===== src/rtl/can_ser_pkg.sv =====
package can_ser_pkg;
  localparam int BASE_W = 11;
  localparam int EXT_W  = 18;
  localparam int ID_W   = BASE_W + EXT_W;
  localparam int DLC_W  = 4;
  localparam int CRC_W  = 15;

  typedef enum logic [3:0] {
    F_IDLE, F_SOF, F_BASE, F_SRR, F_IDE, F_EXTID, F_RTR, F_R1, F_R0,
    F_DLC, F_DATA, F_CRC, F_CRCDEL, F_ACK, F_ACKDEL, F_EOF
  } field_e;

  function automatic field_e next_field(field_e f, logic ext, logic no_data);
    case (f)
      F_SOF:    return F_BASE;
      F_BASE:   return ext ? F_SRR : F_RTR;
      F_SRR:    return F_IDE;
      F_IDE:    return ext ? F_EXTID : F_R0;
      F_EXTID:  return F_RTR;
      F_RTR:    return ext ? F_R1 : F_IDE;
      F_R1:     return F_R0;
      F_R0:     return F_DLC;
      F_DLC:    return no_data ? F_CRC : F_DATA;
      F_DATA:   return F_CRC;
      F_CRC:    return F_CRCDEL;
      F_CRCDEL: return F_ACK;
      F_ACK:    return F_ACKDEL;
      F_ACKDEL: return F_EOF;
      default:  return F_IDLE;
    endcase
  endfunction

  // index of the final bit inside a field
  function automatic int field_last(field_e f, int n_bytes, int eof_len);
    case (f)
      F_BASE:  return BASE_W - 1;
      F_EXTID: return EXT_W - 1;
      F_DLC:   return DLC_W - 1;
      F_DATA:  return n_bytes * 8 - 1;
      F_CRC:   return CRC_W - 1;
      F_EOF:   return eof_len - 1;
      default: return 0;
    endcase
  endfunction

  function automatic logic field_stuffed(field_e f);
    return f inside {F_SOF, F_BASE, F_SRR, F_IDE, F_EXTID, F_RTR, F_R1,
                     F_R0, F_DLC, F_DATA, F_CRC};
  endfunction

  function automatic logic field_crc_covered(field_e f);
    return field_stuffed(f) && (f != F_CRC);
  endfunction
endpackage


===== src/rtl/can_crc15.sv =====
module can_crc15 #(
  parameter int             W    = 15,
  parameter logic [W-1:0]   POLY = 15'h4599
) (
  input  logic         clk_i,
  input  logic         rst_ni,
  input  logic         clear_i,
  input  logic         en_i,
  input  logic         bit_i,
  output logic [W-1:0] crc_o
);
  logic [W-1:0] crc_q;
  logic         fb;

  assign fb = bit_i ^ crc_q[W-1];

  always_ff @(posedge clk_i or negedge rst_ni) begin
    if (!rst_ni)      crc_q <= '0;
    else if (clear_i) crc_q <= '0;
    else if (en_i)    crc_q <= {crc_q[W-2:0], 1'b0} ^ (fb ? POLY : '0);
  end

  assign crc_o = crc_q;
endmodule


===== src/rtl/can_frame_seq.sv =====
module can_frame_seq
  import can_ser_pkg::*;
#(
  parameter  int MAX_BYTES = 8,
  parameter  int EOF_LEN   = 7,
  localparam int NB_W      = $clog2(MAX_BYTES + 1),
  localparam int CNT_W     = $clog2(MAX_BYTES * 8 + 1)
) (
  input  logic             clk_i,
  input  logic             rst_ni,
  input  logic             start_i,
  input  logic             stb_i,
  input  logic             ext_i,
  input  logic [NB_W-1:0]  n_bytes_i,
  output field_e           field_o,
  output logic [CNT_W-1:0] cnt_o,
  output logic             last_o
);
  field_e           field_q;
  logic [CNT_W-1:0] cnt_q;
  logic             at_last;

  assign at_last = (int'(cnt_q) == field_last(field_q, int'(n_bytes_i), EOF_LEN));

  always_ff @(posedge clk_i or negedge rst_ni) begin
    if (!rst_ni) begin
      field_q <= F_IDLE;
      cnt_q   <= '0;
    end else if (field_q == F_IDLE) begin
      if (start_i) begin
        field_q <= F_SOF;
        cnt_q   <= '0;
      end
    end else if (stb_i) begin
      if (at_last) begin
        field_q <= next_field(field_q, ext_i, n_bytes_i == '0);
        cnt_q   <= '0;
      end else begin
        cnt_q   <= cnt_q + 1'b1;
      end
    end
  end

  assign field_o = field_q;
  assign cnt_o   = cnt_q;
  assign last_o  = stb_i && (field_q == F_EOF) && at_last;
endmodule


===== src/rtl/can_bit_sel.sv =====
module can_bit_sel
  import can_ser_pkg::*;
#(
  parameter  int MAX_BYTES = 8,
  localparam int DATA_W    = MAX_BYTES * 8,
  localparam int DIDX_W    = $clog2(DATA_W),
  localparam int CNT_W     = $clog2(MAX_BYTES * 8 + 1)
) (
  input  field_e            field_i,
  input  logic [CNT_W-1:0]  cnt_i,
  input  logic [ID_W-1:0]   id_i,
  input  logic              ext_i,
  input  logic              rtr_i,
  input  logic [DLC_W-1:0]  dlc_i,
  input  logic [DATA_W-1:0] data_i,
  input  logic [CRC_W-1:0]  crc_i,
  output logic              bit_o
);
  logic [BASE_W-1:0] base_sh;
  logic [EXT_W-1:0]  ext_sh;
  logic [DLC_W-1:0]  dlc_sh;
  logic [CRC_W-1:0]  crc_sh;
  logic [DIDX_W-1:0] didx;

  always_comb begin
    base_sh = id_i[ID_W-1 -: BASE_W] << cnt_i;
    ext_sh  = id_i[EXT_W-1:0] << cnt_i;
    dlc_sh  = dlc_i << cnt_i;
    crc_sh  = crc_i << cnt_i;
    // byte from upper count bits, MSB first inside the byte
    didx    = {cnt_i[DIDX_W-1:3], ~cnt_i[2:0]};
    case (field_i)
      F_SOF, F_R1, F_R0: bit_o = 1'b0;
      F_BASE:            bit_o = base_sh[BASE_W-1];
      F_IDE:             bit_o = ext_i;
      F_EXTID:           bit_o = ext_sh[EXT_W-1];
      F_RTR:             bit_o = rtr_i;
      F_DLC:             bit_o = dlc_sh[DLC_W-1];
      F_DATA:            bit_o = data_i[didx];
      F_CRC:             bit_o = crc_sh[CRC_W-1];
      default:           bit_o = 1'b1;
    endcase
  end
endmodule


===== src/rtl/can_frame_serializer.sv =====
module can_frame_serializer
  import can_ser_pkg::*;
#(
  parameter  int               MAX_BYTES = 8,
  parameter  int               EOF_LEN   = 7,
  parameter  logic [CRC_W-1:0] CRC_POLY  = 15'h4599,
  localparam int               DATA_W    = MAX_BYTES * 8
) (
  input  logic              clk_i,
  input  logic              rst_ni,
  input  logic              start_i,
  input  logic              ext_i,
  input  logic              rtr_i,
  input  logic [ID_W-1:0]   id_i,
  input  logic [DLC_W-1:0]  dlc_i,
  input  logic [DATA_W-1:0] data_i,
  input  logic              bit_stb_i,
  input  logic              bus_rx_i,
  output logic              bit_o,
  output logic              stuff_en_o,
  output logic              busy_o,
  output logic              done_o,
  output logic              ack_received_o
);
  localparam int NB_W  = $clog2(MAX_BYTES + 1);
  localparam int CNT_W = $clog2(MAX_BYTES * 8 + 1);

  logic [ID_W-1:0]   id_q;
  logic              ext_q, rtr_q;
  logic [DLC_W-1:0]  dlc_q;
  logic [DATA_W-1:0] data_q;
  logic              ack_q, done_q;
  logic [NB_W-1:0]   n_bytes;
  field_e            field;
  logic [CNT_W-1:0]  cnt;
  logic              last, accept, tx_bit;
  logic [CRC_W-1:0]  crc;

  assign accept = start_i && (field == F_IDLE);

  always_ff @(posedge clk_i or negedge rst_ni) begin
    if (!rst_ni) begin
      id_q   <= '0;
      ext_q  <= 1'b0;
      rtr_q  <= 1'b0;
      dlc_q  <= '0;
      data_q <= '0;
    end else if (accept) begin
      id_q   <= id_i;
      ext_q  <= ext_i;
      rtr_q  <= rtr_i;
      dlc_q  <= dlc_i;
      data_q <= data_i;
    end
  end

  always_comb begin
    if (rtr_q)                         n_bytes = '0;
    else if (int'(dlc_q) >= MAX_BYTES) n_bytes = NB_W'(MAX_BYTES);
    else                               n_bytes = NB_W'(dlc_q);
  end

  can_frame_seq #(.MAX_BYTES(MAX_BYTES), .EOF_LEN(EOF_LEN)) i_seq (
    .clk_i     (clk_i),
    .rst_ni    (rst_ni),
    .start_i   (start_i),
    .stb_i     (bit_stb_i),
    .ext_i     (ext_q),
    .n_bytes_i (n_bytes),
    .field_o   (field),
    .cnt_o     (cnt),
    .last_o    (last)
  );

  can_bit_sel #(.MAX_BYTES(MAX_BYTES)) i_sel (
    .field_i (field),
    .cnt_i   (cnt),
    .id_i    (id_q),
    .ext_i   (ext_q),
    .rtr_i   (rtr_q),
    .dlc_i   (dlc_q),
    .data_i  (data_q),
    .crc_i   (crc),
    .bit_o   (tx_bit)
  );

  can_crc15 #(.W(CRC_W), .POLY(CRC_POLY)) i_crc (
    .clk_i   (clk_i),
    .rst_ni  (rst_ni),
    .clear_i (accept),
    .en_i    (bit_stb_i && field_crc_covered(field)),
    .bit_i   (tx_bit),
    .crc_o   (crc)
  );

  always_ff @(posedge clk_i or negedge rst_ni) begin
    if (!rst_ni) begin
      ack_q  <= 1'b0;
      done_q <= 1'b0;
    end else begin
      done_q <= last;
      if (accept)                              ack_q <= 1'b0;
      else if (bit_stb_i && field == F_ACK)    ack_q <= !bus_rx_i;
    end
  end

  assign bit_o          = tx_bit;
  assign stuff_en_o     = field_stuffed(field);
  assign busy_o         = (field != F_IDLE);
  assign done_o         = done_q;
  assign ack_received_o = ack_q;
endmodule


===== config.mk =====
export PLATFORM = sky130hd
export DESIGN_NAME = can_frame_serializer
export DESIGN_NICKNAME = d
export VERILOG_FILES = /design/src/rtl/can_ser_pkg.sv /design/src/rtl/can_crc15.sv /design/src/rtl/can_frame_seq.sv /design/src/rtl/can_bit_sel.sv /design/src/rtl/can_frame_serializer.sv
export SDC_FILE = /design/constraint.sdc
export NUM_CORES = 1
export LEC_CHECK = 0
export BUFFER_PORTS_ARGS = -buffer_cell sky130_fd_sc_hd__buf_4
export CAP_MARGIN = 5
export CELL_PAD_IN_SITES_DETAIL_PLACEMENT = 0
export CELL_PAD_IN_SITES_GLOBAL_PLACEMENT = 1
export CORE_UTILIZATION = 39
export DETAILED_ROUTE_END_ITERATION = 6
export PLACE_DENSITY_LB_ADDON = 0.1
export SLEW_MARGIN = 10
export SYNTH_ARGS = -nofsm -noshare
export SYNTH_HDL_FRONTEND = slang
export SYNTH_SLANG_ARGS = --single-unit

===== constraint.sdc =====
create_clock -name clk_i -period 2.4 [get_ports clk_i]
set_input_delay 0.48 -clock clk_i [delete_from_list [all_inputs] [get_ports clk_i]]
set_output_delay 0.48 -clock clk_i [all_outputs]
set_load 0.01 [all_outputs]

==> results.toml <==
[run_status]
outcome = "finished, violations left"
violations = "negative setup slack"

[worst_setup_path]
path_cells = "buf_12 -> buf_6 -> mux4_2 -> and4b_1 -> o31ai_4 -> o2111ai_4 -> nor3_4 -> inv_2 -> buf_6"
critical_path.max_stage_delay_ns = 0.49
criticalPathCategory = "register to output pin"
r2r_slack_ns = -0.48
reg2reg_depth = 10
crit_slowest_cell = "dfrtp_4"
worstPathMaxFanout = 5
cp-start-kind = "register"
r2r_start = "i_seq.cnt_o[0]$_DFFE_PN0P_"
cpMostUsedCell = "buf_6"
cp-end-kind = "output pin"
arrival_ns = 2.70
r2r-end = "i_crc.crc_o[14]$_DFFE_PN0P_"
cp.required_ns = 1.92

[drt]
drtIter0Drc = 344
drc_errors = 0
viasPerCell = 5.02
vias = 5603
drt_wl_total_microns = 17800
antenna_left = 0
avgRoutedWirePerCell_microns = 16.0
firstDrtPassIters = 6

[grt]
grt_max_degree = 115
grt_pass1_wl_microns = 29600
grt_usage_pct = 21.8
antenna_found_initial = 0
overflow = 0
grt_pass1_vias = 5887

[finish]
nFillCells = 1517
area_growth_syn_to_layout_pct = 36.5
final_util_pct = 54.3
fin_nets = 991
n_antenna_cell = 0
layout_common_cells = "335 x nand2_1, 170 x buf_4, 120 x dfrtp_1"
drive_gt1_share_pct = 31.5
final_common_cell = "nand2_1"

[synthesis]
yosysUniqueCellTypes = 63
synthAdderAreaFrac_pct = 0.571
syn-instance-count = 725
synth_seq_cells = 127
synthArstFlopShare_pct = 100
synth_top_family_by_area = "simple AND/OR/NAND/NOR gates"
synth_xor_area_share_pct = 2.78
synth-compound-area-share_pct = 7.25
synth_edf_count = 0
synthesis.area_sq_mm = 0.00657
synth-simple-area-share_pct = 26.1
yosys_most_used_dff = "dfrtp_1"
synth_mux_area_share_pct = 11.2
synthesis.nets = 832
yosysWarnings = 0
syn_avg_cell_area_sq_um = 9.07
synth_seq_area_share_pct = 48.4

[placement]
gp_routability_congestion = 0.867
dp_hpwl_microns = 12500
io_buffers = 108

[job]
maxCapViolations = 0

[floorplan]
die_h_microns = 132
fp-row-count = 47
initial_utilization_pct = 39.8
io_pins = 109
die-area_sq_mm = 0.0174
coreArea_sq_mm = 0.0165
die_w_microns = 132

[sta]
fmax_mhz = 315
tightestPinTransition_ns = 0.586
slew_headroom_pct = 60.6
fin_crit_ns = 3.18
finalCritPeriodShare_pct = 132
fin_ws_ns = -0.776
setup_viol = 10
rsz0062_at_grt = "yes"
final_max_slew_viol_count = 0
fin_worst_skew_ns = 0.00617
hold_violations = 0

[min_path]
hold_path_class = "input pin to asynchronous set/reset pin"

[pwr]
pwr-share-seq_pct = 31.3
switching_power_uw = 4430
p_comb_share_pct = 48.7
p_leak_uw = 0.00450
pwr_density_cell_mw_per_mm2 = 1350
p_int_uw = 7700
p_clk_share_pct = 20.0
swShare_pct = 36.5
total_power_uw = 12100
peakVddDrop_mv = 0.829

[cts]
cts_buffers = 17
cts.clk_slew.worst_paths_ns = 0.06
cts_max_path_buffers = 2
clkSinkCount = 127
cts_root_buf = "clkbuf_16"
clk_latency_ns = 0.41
htree_num_levels = 4
cts_tree = "yes"
-- metrics by stage --
| stage | hold WS, ns | cells | setup WS, ns | cell area, sq um | setup TNS [ns] |
|---|---|---|---|---|---|
| 2_1_floorplan | 0.184 | 725 | -0.173 | 6600 | -0.645 |
| 3_3_place_gp | 0.455 | 1074 | -0.439 | 8120 | -5.09 |
| 3_5_place_dp | 0.459 | 1074 | -0.511 | 8120 | -5.85 |
| 4_1_cts | 0.0577 | 1117 | -0.810 | 8940 | -3.47 |
| 5_1_grt | 0.0802 | 1117 | -0.860 | 8970 | -5.03 |
| 6_report | 0.0507 | 1117 | -0.776 | 8970 | -3.64 |
-- worst max-delay path: cells and delay by family (launching register included) --
family	cells	cell delay, ns
multiplexers	1	0.41
flip-flops	1	0.49
AND/OR/NAND/NOR	2	0.46
buffers and inverters	4	0.46
AO/OA/AOI/OAI	2	0.46
-- flip-flops by register name (all words and copies together), names as in the netlist --
signal and count:
ack_received_o 1, data_q 64, dlc_q 4, done_o 1, ext_q 1, i_crc.crc_o 15
i_seq.cnt_o 7, i_seq.field_o 4, id_q 29, rtr_q 1
-- layer usage --
layer / wire length, microns / up-vias / track usage (%) / part of all wire [%]
li1: - / 2743 / - / -
met1: 8030 / 2723 / 28.7 / 45
met2: 8880 / 119 / 36.3 / 50
met3: 682 / 18 / 4.04 / 3.8
met4: 251 / 0 / 7.30 / 1.4
met5: 0 / - / 0 / 0
-- worst max path at each step --
stage | startpoint | endpoint | slack, ns | cells past startpoint
after floorplan | i_seq.cnt_o[0]$_DFFE_PN0P_ | bit_o | -0.17 | 8
after global placement | i_seq.cnt_o[0]$_DFFE_PN0P_ | bit_o | -0.44 | 9
after detailed placement | i_seq.cnt_o[0]$_DFFE_PN0P_ | i_crc.crc_o[14]$_DFFE_PN0P_ | -0.51 | 8
after CTS | i_seq.cnt_o[0]$_DFFE_PN0P_ | bit_o | -0.81 | 9
after global routing | i_seq.cnt_o[0]$_DFFE_PN0P_ | bit_o | -0.86 | 10
final | i_seq.cnt_o[0]$_DFFE_PN0P_ | bit_o | -0.78 | 9
-- cells by family (layout without fill, tap and decap cells) --
group	after synthesis	after routing
AND/OR/NAND/NOR	412	412
AO/OA/AOI/OAI	69	69
multiplexers	43	43
buffers and inverters	58	230
flip-flops	127	127
XOR/XNOR	13	13
adder cells (fa/ha/maj)	3	3
-- area by class of cell --
| type | instances | area (sq um) | area share, % |
|---|---|---|---|
| Sequential cell | 127 | 3190 | 35.6 |
| Timing Repair Buffer | 188 | 1580 | 17.6 |
| Clock buffer | 21 | 460 | 5.13 |
| Clock inverter | 11 | 91.3 | 1.02 |
| Inverter | 10 | 37.5 | 0.419 |
| Tap cell | 220 | 275 | 3.07 |
| Multi-Input combinational cell | 540 | 3340 | 37.2 |
-- Yosys cell counts (3+ instances only) --
master | instances | area share, %
nand2_1 | 336 | 19
dfrtp_1 | 127 | 48
clkbuf_1 | 36 | 2.1
mux4_2 | 23 | 7.9
mux2i_1 | 18 | 2.7
nor2_1 | 15 | 0.86
nand3_1 | 14 | 1.1
o21ai_0 | 14 | 1.1
inv_1 | 9 | 0.51
o21ai_1 | 9 | 0.69
a21oi_1 | 8 | 0.61
nor2b_1 | 8 | 0.76
and3_1 | 7 | 0.67
buf_2 | 7 | 0.53
nor3_1 | 7 | 0.53
xnor2_1 | 7 | 0.93
nor4_1 | 5 | 0.48
xnor3_1 | 5 | 1.7
a31oi_1 | 4 | 0.38
a211oi_1 | 3 | 0.34
a22oi_1 | 3 | 0.34
buf_6 | 3 | 0.51
ha_1 | 3 | 0.57
nor3b_1 | 3 | 0.34
or3_1 | 3 | 0.29
-- power by group through the flow --
stage	clock network, uW	logic (uW)	registers, uW
detailed placement	0	5300	3840
finish	2430	5910	3800
global placement	0	5200	3860
global route	2560	6510	3920
CTS	2460	5840	3810
floorplan	0	3560	3530
-- what timing repair did --
item                       CTS  global route
buffers inserted            12             2
hold buffers                 0             0
pin swaps                   11             8
setup endpoints to repair   21            20
hold endpoints to repair     0             0
resized for setup           37             7
No activity file was read; power rests on OpenSTA's default activity.
